--- config.mk ---
export PLATFORM = sky130hd
export DESIGN_NAME = lp_event_timer
export DESIGN_NICKNAME = d
export VERILOG_FILES = /design/src/rtl/lpt_pkg.sv /design/src/rtl/lpt_trig_sync.sv /design/src/rtl/lpt_counter.sv /design/src/rtl/lpt_flags.sv /design/src/rtl/lpt_out_ctl.sv /design/src/rtl/lp_event_timer.sv
export SDC_FILE = /design/constraint.sdc
export NUM_CORES = 1
export LEC_CHECK = 0
export ABC_AREA = 1
export BUFFER_PORTS_ARGS = -buffer_cell sky130_fd_sc_hd__buf_4
export CAP_MARGIN = 20
export CORE_ASPECT_RATIO = 2
export CORE_MARGIN = 10
export CORE_UTILIZATION = 55
export CTS_BUF_LIST = sky130_fd_sc_hd__clkbuf_16
export DETAILED_ROUTE_END_ITERATION = 8
export PLACE_DENSITY = 0.78
export SLEW_MARGIN = 10
export SYNTH_ARGS = -nofsm -noshare
export SYNTH_HDL_FRONTEND = slang
export SYNTH_SLANG_ARGS = --single-unit
--- constraint.sdc ---
create_clock -name clk -period 3.6 [get_ports clk]
set_clock_uncertainty 0.2 [all_clocks]
set_input_delay 0.36 -clock clk [delete_from_list [all_inputs] [get_ports clk]]
set_output_delay 0.36 -clock clk [all_outputs]
set_load 0.01 [all_outputs]
--- src/rtl/lpt_pkg.sv ---
package lpt_pkg;

  localparam int CNT_W  = 16;
  localparam int TRIG_N = 16;
  localparam int SEL_W  = $clog2(TRIG_N);
  localparam int FLAG_N = 3;
  localparam int RSV_W  = 32 - 18 - SEL_W;

  localparam int EV_WRAP = 0;
  localparam int EV_A    = 1;
  localparam int EV_B    = 2;

  localparam logic [1:0] A_CTRL  = 2'd0;
  localparam logic [1:0] A_STAGE = 2'd1;
  localparam logic [1:0] A_THR   = 2'd2;
  localparam logic [1:0] A_STAT  = 2'd3;

  typedef enum logic [1:0] {
    CM_FREE = 2'd0,
    CM_RISE = 2'd1,
    CM_FALL = 2'd2,
    CM_BOTH = 2'd3
  } cnt_mode_e;

  typedef struct packed {
    logic [RSV_W-1:0] rsv;
    logic             run;       // 21
    logic             dbg_hold;  // 20
    logic             b_restart; // 19
    logic             a_restart; // 18
    logic             b_act;     // 17 sets level
    logic             a_act;     // 16 clears level
    logic             wrap_act;  // 15 sets level
    logic             b_ien;     // 14
    logic             a_ien;     // 13
    logic             wrap_ien;  // 12
    logic             invert;    // 11
    logic             pin_en;    // 10
    logic             b_en;      // 9
    logic             a_en;      // 8
    logic             capture;   // 7
    logic             load;      // 6
    logic [SEL_W-1:0] sel;       // 5:2
    cnt_mode_e        mode;      // 1:0
  } ctrl_t;

  // Decide whether the transition prev -> cur is one the mode counts.
  function automatic logic edge_counts(cnt_mode_e m, logic prev, logic cur);
    case (m)
      CM_RISE: return cur & ~prev;
      CM_FALL: return ~cur & prev;
      CM_BOTH: return cur ^ prev;
      default: return 1'b0;
    endcase
  endfunction

endpackage

--- src/rtl/lpt_trig_sync.sv ---
module lpt_trig_sync
  import lpt_pkg::*;
#(
  parameter int N  = TRIG_N,
  parameter int SW = $clog2(N)
) (
  input  logic          clk,
  input  logic          rst_n,
  input  logic [N-1:0]  trig_i,
  input  logic [SW-1:0] sel_i,
  input  cnt_mode_e     mode_i,
  output logic          edge_o
);

  logic       raw;
  logic [2:0] sh_q;  // [0] first flop, [1] synchronized, [2] previous

  assign raw = trig_i[sel_i];

  always_ff @(posedge clk or negedge rst_n) begin
    if (!rst_n) sh_q <= '0;
    else        sh_q <= {sh_q[1:0], raw};
  end

  assign edge_o = edge_counts(mode_i, sh_q[2], sh_q[1]);

  p_free_no_edge_r2: assert property (@(posedge clk) disable iff (!rst_n)
    (mode_i == CM_FREE) |-> !edge_o);

  p_edge_needs_change_r3: assert property (@(posedge clk) disable iff (!rst_n)
    edge_o |-> (sh_q[2] != sh_q[1]));

endmodule

--- src/rtl/lpt_counter.sv ---
module lpt_counter #(
  parameter int W = 16
) (
  input  logic         clk,
  input  logic         rst_n,
  input  logic         tick_i,
  input  logic         load_i,
  input  logic [W-1:0] load_val_i,
  input  logic [W-1:0] thr_a_i,
  input  logic [W-1:0] thr_b_i,
  input  logic         a_en_i,
  input  logic         b_en_i,
  input  logic         a_restart_i,
  input  logic         b_restart_i,
  output logic [W-1:0] cnt_o,
  output logic         wrap_evt_o,
  output logic         a_evt_o,
  output logic         b_evt_o
);

  localparam logic [W-1:0] TOP = '1;

  function automatic logic [W-1:0] next_count(logic [W-1:0] c, logic restart);
    return restart ? '0 : c + 1'b1;
  endfunction

  logic [W-1:0] cnt_q;
  logic         step;
  logic         restart;

  assign step       = tick_i & ~load_i;
  assign a_evt_o    = step & a_en_i & (cnt_q == thr_a_i);
  assign b_evt_o    = step & b_en_i & (cnt_q == thr_b_i);
  assign restart    = (a_evt_o & a_restart_i) | (b_evt_o & b_restart_i);
  assign wrap_evt_o = step & (cnt_q == TOP) & ~restart;
  assign cnt_o      = cnt_q;

  always_ff @(posedge clk or negedge rst_n) begin
    if (!rst_n)      cnt_q <= '0;
    else if (load_i) cnt_q <= load_val_i;
    else if (step)   cnt_q <= next_count(cnt_q, restart);
  end

  p_hold_r6: assert property (@(posedge clk) disable iff (!rst_n)
    (!tick_i && !load_i) |=> $stable(cnt_q));

  p_step_one_r2: assert property (@(posedge clk) disable iff (!rst_n)
    (step && !restart) |=> (cnt_q == W'($past(cnt_q) + 1'b1)));

  p_restart_r7: assert property (@(posedge clk) disable iff (!rst_n)
    (step && restart) |=> (cnt_q == '0));

  p_wrap_r8: assert property (@(posedge clk) disable iff (!rst_n)
    wrap_evt_o |=> (cnt_q == '0));

  p_load_r4: assert property (@(posedge clk) disable iff (!rst_n)
    load_i |=> (cnt_q == $past(load_val_i)));

endmodule

--- src/rtl/lpt_flags.sv ---
module lpt_flags #(
  parameter int N = 3
) (
  input  logic         clk,
  input  logic         rst_n,
  input  logic [N-1:0] evt_i,
  input  logic [N-1:0] clr_i,
  input  logic [N-1:0] ien_i,
  output logic [N-1:0] flag_o,
  output logic         irq_o
);

  logic [N-1:0] flag_q;

  for (genvar i = 0; i < N; i++) begin : g_flag
    always_ff @(posedge clk or negedge rst_n) begin
      if (!rst_n) flag_q[i] <= 1'b0;
      else        flag_q[i] <= evt_i[i] | (flag_q[i] & ~clr_i[i]);
    end

    p_event_wins_r9: assert property (@(posedge clk) disable iff (!rst_n)
      evt_i[i] |=> flag_q[i]);

    p_quiet_clear_r9: assert property (@(posedge clk) disable iff (!rst_n)
      (clr_i[i] && !evt_i[i]) |=> !flag_q[i]);
  end

  assign flag_o = flag_q;
  assign irq_o  = |(flag_q & ien_i);

endmodule

--- src/rtl/lpt_out_ctl.sv ---
module lpt_out_ctl (
  input  logic clk,
  input  logic rst_n,
  input  logic set_i,
  input  logic clr_i,
  input  logic inv_i,
  input  logic en_i,
  output logic pin_o
);

  logic level_q;

  always_ff @(posedge clk or negedge rst_n) begin
    if (!rst_n)     level_q <= 1'b0;
    else if (clr_i) level_q <= 1'b0;
    else if (set_i) level_q <= 1'b1;
  end

  assign pin_o = en_i & (level_q ^ inv_i);

  p_clear_wins_r11: assert property (@(posedge clk) disable iff (!rst_n)
    clr_i |=> !level_q);

  p_set_r11: assert property (@(posedge clk) disable iff (!rst_n)
    (set_i && !clr_i) |=> level_q);

endmodule

--- src/rtl/lp_event_timer.sv ---
module lp_event_timer
  import lpt_pkg::*;
#(
  parameter int CW = CNT_W
) (
  input  logic              clk,
  input  logic              rst_n,
  input  logic              bus_wr,
  input  logic [1:0]        bus_addr,
  input  logic [31:0]       bus_wdata,
  output logic [31:0]       bus_rdata,
  input  logic [TRIG_N-1:0] trig_i,
  input  logic              dbg_halt_i,
  output logic              irq_o,
  output logic              pin_o
);

  localparam int HALF = 16;

  ctrl_t           ctrl_q;
  logic [CW-1:0]   stage_q;
  logic [CW-1:0]   thr_a_q;
  logic [CW-1:0]   thr_b_q;
  logic [CW-1:0]   cnt;
  logic [FLAG_N-1:0] flags;
  logic [FLAG_N-1:0] evts;
  logic [FLAG_N-1:0] clrs;
  logic [FLAG_N-1:0] iens;
  logic            trig_edge;
  logic            freeze;
  logic            tick;
  logic            wrap_evt, a_evt, b_evt;
  logic            lvl_set, lvl_clr;
  logic            wr_ctrl, wr_stage, wr_thr, wr_stat;

  assign wr_ctrl  = bus_wr && (bus_addr == A_CTRL);
  assign wr_stage = bus_wr && (bus_addr == A_STAGE);
  assign wr_thr   = bus_wr && (bus_addr == A_THR);
  assign wr_stat  = bus_wr && (bus_addr == A_STAT);

  // Control word; command bits drop back to 0 one cycle after they are set.
  always_ff @(posedge clk or negedge rst_n) begin
    if (!rst_n) begin
      ctrl_q <= '0;
    end else if (wr_ctrl) begin
      ctrl_q     <= ctrl_t'(bus_wdata);
      ctrl_q.rsv <= '0;
    end else begin
      ctrl_q.load    <= 1'b0;
      ctrl_q.capture <= 1'b0;
    end
  end

  always_ff @(posedge clk or negedge rst_n) begin
    if (!rst_n)              stage_q <= '0;
    else if (ctrl_q.capture) stage_q <= cnt;
    else if (wr_stage)       stage_q <= bus_wdata[CW-1:0];
  end

  always_ff @(posedge clk or negedge rst_n) begin
    if (!rst_n) begin
      thr_a_q <= '0;
      thr_b_q <= '0;
    end else if (wr_thr) begin
      thr_a_q <= bus_wdata[CW-1:0];
      thr_b_q <= bus_wdata[HALF +: CW];
    end
  end

  lpt_trig_sync #(.N(TRIG_N), .SW(SEL_W)) u_sync (
    .clk    (clk),
    .rst_n  (rst_n),
    .trig_i (trig_i),
    .sel_i  (ctrl_q.sel),
    .mode_i (ctrl_q.mode),
    .edge_o (trig_edge)
  );

  assign freeze = ctrl_q.dbg_hold & dbg_halt_i;
  assign tick   = ctrl_q.run & ~freeze & ((ctrl_q.mode == CM_FREE) | trig_edge);

  lpt_counter #(.W(CW)) u_cnt (
    .clk         (clk),
    .rst_n       (rst_n),
    .tick_i      (tick),
    .load_i      (ctrl_q.load),
    .load_val_i  (stage_q),
    .thr_a_i     (thr_a_q),
    .thr_b_i     (thr_b_q),
    .a_en_i      (ctrl_q.a_en),
    .b_en_i      (ctrl_q.b_en),
    .a_restart_i (ctrl_q.a_restart),
    .b_restart_i (ctrl_q.b_restart),
    .cnt_o       (cnt),
    .wrap_evt_o  (wrap_evt),
    .a_evt_o     (a_evt),
    .b_evt_o     (b_evt)
  );

  always_comb begin
    evts          = '0;
    evts[EV_WRAP] = wrap_evt;
    evts[EV_A]    = a_evt;
    evts[EV_B]    = b_evt;
    iens          = '0;
    iens[EV_WRAP] = ctrl_q.wrap_ien;
    iens[EV_A]    = ctrl_q.a_ien;
    iens[EV_B]    = ctrl_q.b_ien;
    clrs          = wr_stat ? bus_wdata[FLAG_N-1:0] : '0;
  end

  lpt_flags #(.N(FLAG_N)) u_flags (
    .clk    (clk),
    .rst_n  (rst_n),
    .evt_i  (evts),
    .clr_i  (clrs),
    .ien_i  (iens),
    .flag_o (flags),
    .irq_o  (irq_o)
  );

  assign lvl_set = (wrap_evt & ctrl_q.wrap_act) | (b_evt & ctrl_q.b_act);
  assign lvl_clr = a_evt & ctrl_q.a_act;

  lpt_out_ctl u_out (
    .clk   (clk),
    .rst_n (rst_n),
    .set_i (lvl_set),
    .clr_i (lvl_clr),
    .inv_i (ctrl_q.invert),
    .en_i  (ctrl_q.pin_en),
    .pin_o (pin_o)
  );

  always_comb begin
    bus_rdata = '0;
    case (bus_addr)
      A_CTRL:  bus_rdata = 32'(ctrl_q);
      A_STAGE: bus_rdata[CW-1:0] = stage_q;
      A_THR: begin
        bus_rdata[CW-1:0]    = thr_a_q;
        bus_rdata[HALF +: CW] = thr_b_q;
      end
      default: bus_rdata[FLAG_N-1:0] = flags;
    endcase
  end

  p_stopped_quiet_r6: assert property (@(posedge clk) disable iff (!rst_n)
    !ctrl_q.run |-> !(wrap_evt || a_evt || b_evt));

  p_halt_freezes_r12: assert property (@(posedge clk) disable iff (!rst_n)
    (ctrl_q.dbg_hold && dbg_halt_i && !ctrl_q.load) |=> $stable(cnt));

  p_load_self_clear_r4: assert property (@(posedge clk) disable iff (!rst_n)
    (ctrl_q.load && !wr_ctrl) |=> !ctrl_q.load);

  p_capture_r5: assert property (@(posedge clk) disable iff (!rst_n)
    ctrl_q.capture |=> (stage_q == $past(cnt)));

endmodule

* Yosys cells after proc, flatten, opt, wreduce, memory -nomap -nowiden
Index checks and enable logic that the tools add are counted.
Widths: inputs -> output; s select.
** Word-level totals
- ROM bits :: 0
- Memory bits (writable) :: 0
- Register bits :: 93
- Memories kept :: 0
- Input port bits :: 54
- Bits in latches :: 0
** Cells by class
- Multiplexer cells :: 15
- Reduce and logical (&&, ||, !) cells :: 10
- Shifts and indexed selects :: 0
- Multiply operators :: 0
- Equality and inequality tests :: 9
- Bitwise logic cells :: 38
- Order comparisons :: 1
- Add/subtract/negate cells :: 1
- Div/mod/pow operators :: 0
** Operators by type and width (number)
- $mux 16 :: 5
- $pmux 13 s3 :: 1
- $eq 16x16->1 :: 2
- $pmux 16 s2 :: 1
- $and 1x1->1 :: 21
- $add 16x1->16 const B :: 1
- $eq 16x16->1 const B :: 1
- $pmux 3 s3 :: 1
- $eq 2x2->1 const B :: 4
- $not 1->1 :: 8
- $or 1x1->1 :: 6
- $reduce_bool 2->1 :: 3
- $lt 4x5->1 const B :: 1
- $bmux 1 s4 :: 1
- $eq 2x1->1 const B :: 2
- $logic_and 1x1->1 :: 4
- $logic_not 2->1 :: 2
- $and 3x3->3 :: 1
- $mux 1 :: 3
- $mux 3 :: 1
- $pmux 1 s3 :: 1
- $reduce_or 3->1 :: 1
- $mux 2 :: 1
- $xor 1x1->1 :: 2

* Longest topological paths before layout
- Depth in word-level cells :: 16
- Gate-level depth with buffers :: 15

* Modules after synthesis
A second synthesis with hierarchy kept.
** Second synthesis, totals
- Cells, all modules :: 832
- Area, all modules :: 5795.6 um^2
** By module, submodules not included
- lp_event_timer :: cells each 466, instances 1, area each 3515.9 um^2
- lpt_counter :: cells each 284, instances 1, area each 1727.9 um^2
- lpt_trig_sync :: cells each 62, instances 1, area each 365.4 um^2
- lpt_flags :: cells each 13, instances 1, area each 136.4 um^2
- lpt_out_ctl :: cells each 7, instances 1, area each 50.0 um^2

* Worst setup path before layout
Ideal clock, no wire load.
- Kind :: reg2reg
- From :: register u_sync.sh_q[1]
- To :: register u_cnt.cnt_q[11] (netlist: u_cnt.cnt_o[11])
- Period minus slack after synthesis :: 1.918 ns
- Library setup time :: 0.124 ns
- Stages on the path, launching flop included :: 14
- Slack :: 1.682 ns
- Data arrival time :: 1.594 ns
- Data required time :: 3.276 ns
- Cells stage by stage :: dfrtp_1 inv_1 ha_1 inv_1 nand2_1 nand3_1 nand3_1 nor2_1 nand3_1 nand2_2 inv_2 nand2_2 buf_6 o21bai_2
** Between the ends
- Longest elaborated chain between the ends :: 13
** RTL lines
- start, declared :: RTL line lpt_trig_sync.sv:16 : logic [2:0] sh_q;
- start signal, assigned :: RTL line lpt_trig_sync.sv:22 : else sh_q <= {sh_q[1:0], raw};
- $not 1->1 :: RTL line lpt_pkg.sv:51 : CM_FALL: return ~cur & prev;
- $and 1x1->1 :: RTL line lpt_pkg.sv:51
- $pmux 1 s3 * :: RTL line lpt_pkg.sv:49 : case (m)
- $or 1x1->1 * :: RTL line lp_event_timer.sv:80 : assign tick = ctrl_q.run & ~freeze & ((ctrl_q.mode == CM_FREE) | trig_edge);
- $and 1x1->1 * :: RTL line lp_event_timer.sv:80
- $and 1x1->1 * :: RTL line lpt_counter.sv:31 : assign step = tick_i & ~load_i;
- $and 1x1->1 (on tied branches) (2 in a row) :: RTL line lpt_counter.sv:32, lpt_counter.sv:33
- $and 1x1->1 :: RTL line lpt_counter.sv:34 : assign restart = (a_evt_o & a_restart_i) | (b_evt_o & b_restart_i);
- $or 1x1->1 :: RTL line lpt_counter.sv:34
- $mux 16 :: RTL line lpt_counter.sv:24 : return restart ? '0 : c + 1'b1;
- $mux 16 :: RTL line lpt_counter.sv:41 : else if (step) cnt_q <= next_count(cnt_q, restart);
- $mux 16 :: RTL line lpt_counter.sv:40 : else if (load_i) cnt_q <= load_val_i;
- end signal, assigned :: RTL line lpt_counter.sv:40
- end signal, assigned :: RTL line lpt_counter.sv:41
- end, declared :: RTL line lpt_counter.sv:27 : logic [W-1:0] cnt_q;
Mark *: on every way between the ends. The rest lies on a longest branch, timed or not. The select of a mux whose other input is x is not followed.
A chain may end at the register's enable or synchronous reset.

* Worst setup path after layout
- From :: input bus_addr[0]
- To :: output bus_rdata[0]
** Between the ends
- Longest elaborated chain between the ends :: 2
** RTL lines
- start, declared :: RTL line lp_event_timer.sv:9 : input logic [1:0] bus_addr,
- $eq 2x2->1 (tied with other cells) :: RTL line lp_event_timer.sv:137 : case (bus_addr)
- $pmux 3 s3 * :: RTL line lp_event_timer.sv:137
- end, declared :: RTL line lp_event_timer.sv:11 : output logic [31:0] bus_rdata,
Mark *: on every way between the ends. The rest lies on a longest branch, timed or not.

==> run metrics <==
status=completed; row count=51; H-tree levels=3; worst reg2reg startpoint=u_cnt.cnt_o[6]; Worst Hold Endpoint=thr_b_q[7]; Max-slew headroom=57.9%; vias in the first global route=5511; Iter 0 DRT Violations=490; Residual DRC=0; Syn Inst Count=734; synth cell count leaders=nand2_1, inv_1, dfrtp_1; Placed Area=0.00612 sq mm; I/O pin total=88; final wirelength=18.2 mm; reg-to-reg endpoint=u_cnt.cnt_o[2]; Final Hold Vio Count=0; Final Critical Period=2520 ps; reg-to-reg slack, setup=1200 ps; EDFF count, synth=0; post-synthesis cell area=0.00539 sq mm; Setup Buffers After CTS=0; Final ANT Viol Nets=0; hold slack=48.2 ps; PwrDens=596 mW/mm^2; slowest stage cell, crit path=clkinv_1; Worst-Skew Late Latency=360 ps; TritonCTS Buffers=9; post-synthesis sequential area ratio=43.2%; routed vias/inst=5.64; largest net degree at the start of global routing=86; die height=160 um; Yosys reg bits=93; main area contributors after synthesis=dfrtp_1, nand2_1, o21ai_0; final setup fails=0; Multi-input gate area=0.00250 sq mm; PortBufs=87; per-cell routed wire length=19.3 um; number of fill cells=870; Yosys cell types=37; area of the core=0.00964 sq mm; yosys warns=0; Worst Hold Launch=bus_wdata[23]; top cell type's share of synthesized area=43.2%; type of origin of the critical path=primary input; syn nets=791; crit path cell chain=buf_4 > inv_1 > nor2_2 > clkinv_1 > o22ai_1 > a221o_1 > buf_4; GPL Wtd Cong=1.03; Top FF cell, synth=dfrtp_1; layout cells sized above 1=17.0%; Hold WC Path Type=in2reg; FMAX=0.397 GHz; post-synth top area cell=dfrtp_1; initial antenna violation count=0; register area=0.00233 sq mm; Final period util=69.9%; hold depth=3; most used cell, CP=buf_4; Synth-to-Final Area Change=19.2%; critical path class=in2out; fin area=0.00642 sq mm; nets=866; clock transition at the registers of the reported paths=70 ps; max-cap violations=0; GRT Util Overall=25.4%; vias=5333; die area=0.0144 sq mm; die width=90.0 um; count leader, synth=nand2_1; number of cells on the worst reg-to-reg path=12; CTS tree=yes; Mapped Avg Cell Area=7.34 sq um; CP required=3040 ps; Async SR Flop Fraction=100%; Crit path largest cell delay=500 ps; setup_tns=0 ps; RSZ-0062 raised after global routing=false; Leakage=3.28 nW; CTS Buffer Depth=2; crit path max fanout=9; Initial Utilization=55.9%; remaining global-route overflow=0; hpwl dp=13.9 mm; Inserted Diodes=0; Tightest Pin Transition=630 ps; DR pass1 iterations=5; Data arrival, critical path=1960 ps; crit end category=output port; TritonCTS Sinks=93; root buffer cell=clkbuf_16; first-pass GRT wire length=29.2 mm; worst vdd ir=0.000314 V; fin. max-slew vios=0
==> stage by stage <==
step	cells	util [%]	worst slack, ps	power (mW)
2_1_floorplan	734	-	1680	2.42
4_1_cts	944	66.3	1150	3.80
3_5_place_dp	928	63.5	1150	2.90
3_3_place_gp	928	63.5	1220	2.88
6_report	946	66.6	1080	3.83
5_1_grt	946	66.6	985	4.05
==> critical path, delay by kind of cell <==
family	cells	cell delay, ps
AND/OR/NAND/NOR	1	400
AO/OA/AOI/OAI	2	420
buffers and inverters	4	770
==> flip-flops by register name, indices dropped and copies added (netlist names) <==
register,flops
ctrl_q,22
stage_q,16
thr_a_q,16
thr_b_q,16
u_cnt.cnt_o,16
u_flags.flag_o,3
u_sync.sh_q,3
u_out.level_q,1
==> power by group <==
part / internal (mW) / leakage [nW] / switching (mW)
clock: 0.470 / 0.128 / 0.441
combinational: 0.509 / 2.00 / 0.808
sequential: 1.27 / 1.15 / 0.328
total: 2.25 / 3.28 / 1.58
==> cells in the final DEF, fill, tap and decap left out, types with 8 or more instances in the layout <==
master     synthesis  routed
a21oi_1           18      18
buf_4              2      94
clkbuf_16          0       9
dfrtp_1           93      93
inv_1            101     101
inv_2              8       8
nand2_1          219     218
nand3_1           21      21
nand4_1            8       8
nor2_1            57      57
o211ai_1          18      18
o21ai_0           76      76
o21bai_2          10      10
o221ai_1          11      11
o22ai_1           11      11
xnor2_1            9       9
xor2_1            10      10
==> repair_timing <==
action / in CTS / in global routing
hold endpoints to repair: 0 / 46
hold buffers: 0 / 1
resized for setup: 0 / 0
==> layer usage <==
| metal | track usage [%] | up-vias | share of wire (%) |
|---|---|---|---|
| met4 | 12.7 | 0 | 4.7 |
| met5 | 0 | - | 0 |
| li1 | - | 2498 | - |
| met2 | 47.2 | 228 | 54 |
| met3 | 4.69 | 61 | 4.9 |
| met1 | 26.3 | 2546 | 36 |
==> layout make-up <==
type / count / share of cell area, %
Multi-Input combinational cell: 498 / 39.0
Clock inverter: 7 / 0.760
Sequential cell: 93 / 36.3
Inverter: 111 / 6.49
Clock buffer: 9 / 3.51
Tap cell: 132 / 2.57
Timing Repair Buffer: 96 / 11.5
==> worst max-delay path by stage <==
stage,from,end,cells after the start
after global placement,bus_addr[1],bus_rdata[2],7
after detailed placement,bus_addr[0],bus_rdata[0],7
after floorplan,u_sync.sh_q[1],u_cnt.cnt_o[11],13
final,bus_addr[0],bus_rdata[0],7
after CTS,bus_addr[0],bus_rdata[0],7
after global routing,bus_addr[0],bus_rdata[0],7
==> logic make-up after synthesis <==
group,synth area share (%)
flip-flops,43.2
buffers and inverters,10.4
adder cells (fa/ha/maj),0.697
multiplexers,0.743
AO/OA/AOI/OAI,17.4
XOR/XNOR,3.09
AND/OR/NAND/NOR,24.4
Power figures use the tool's default switching activity.
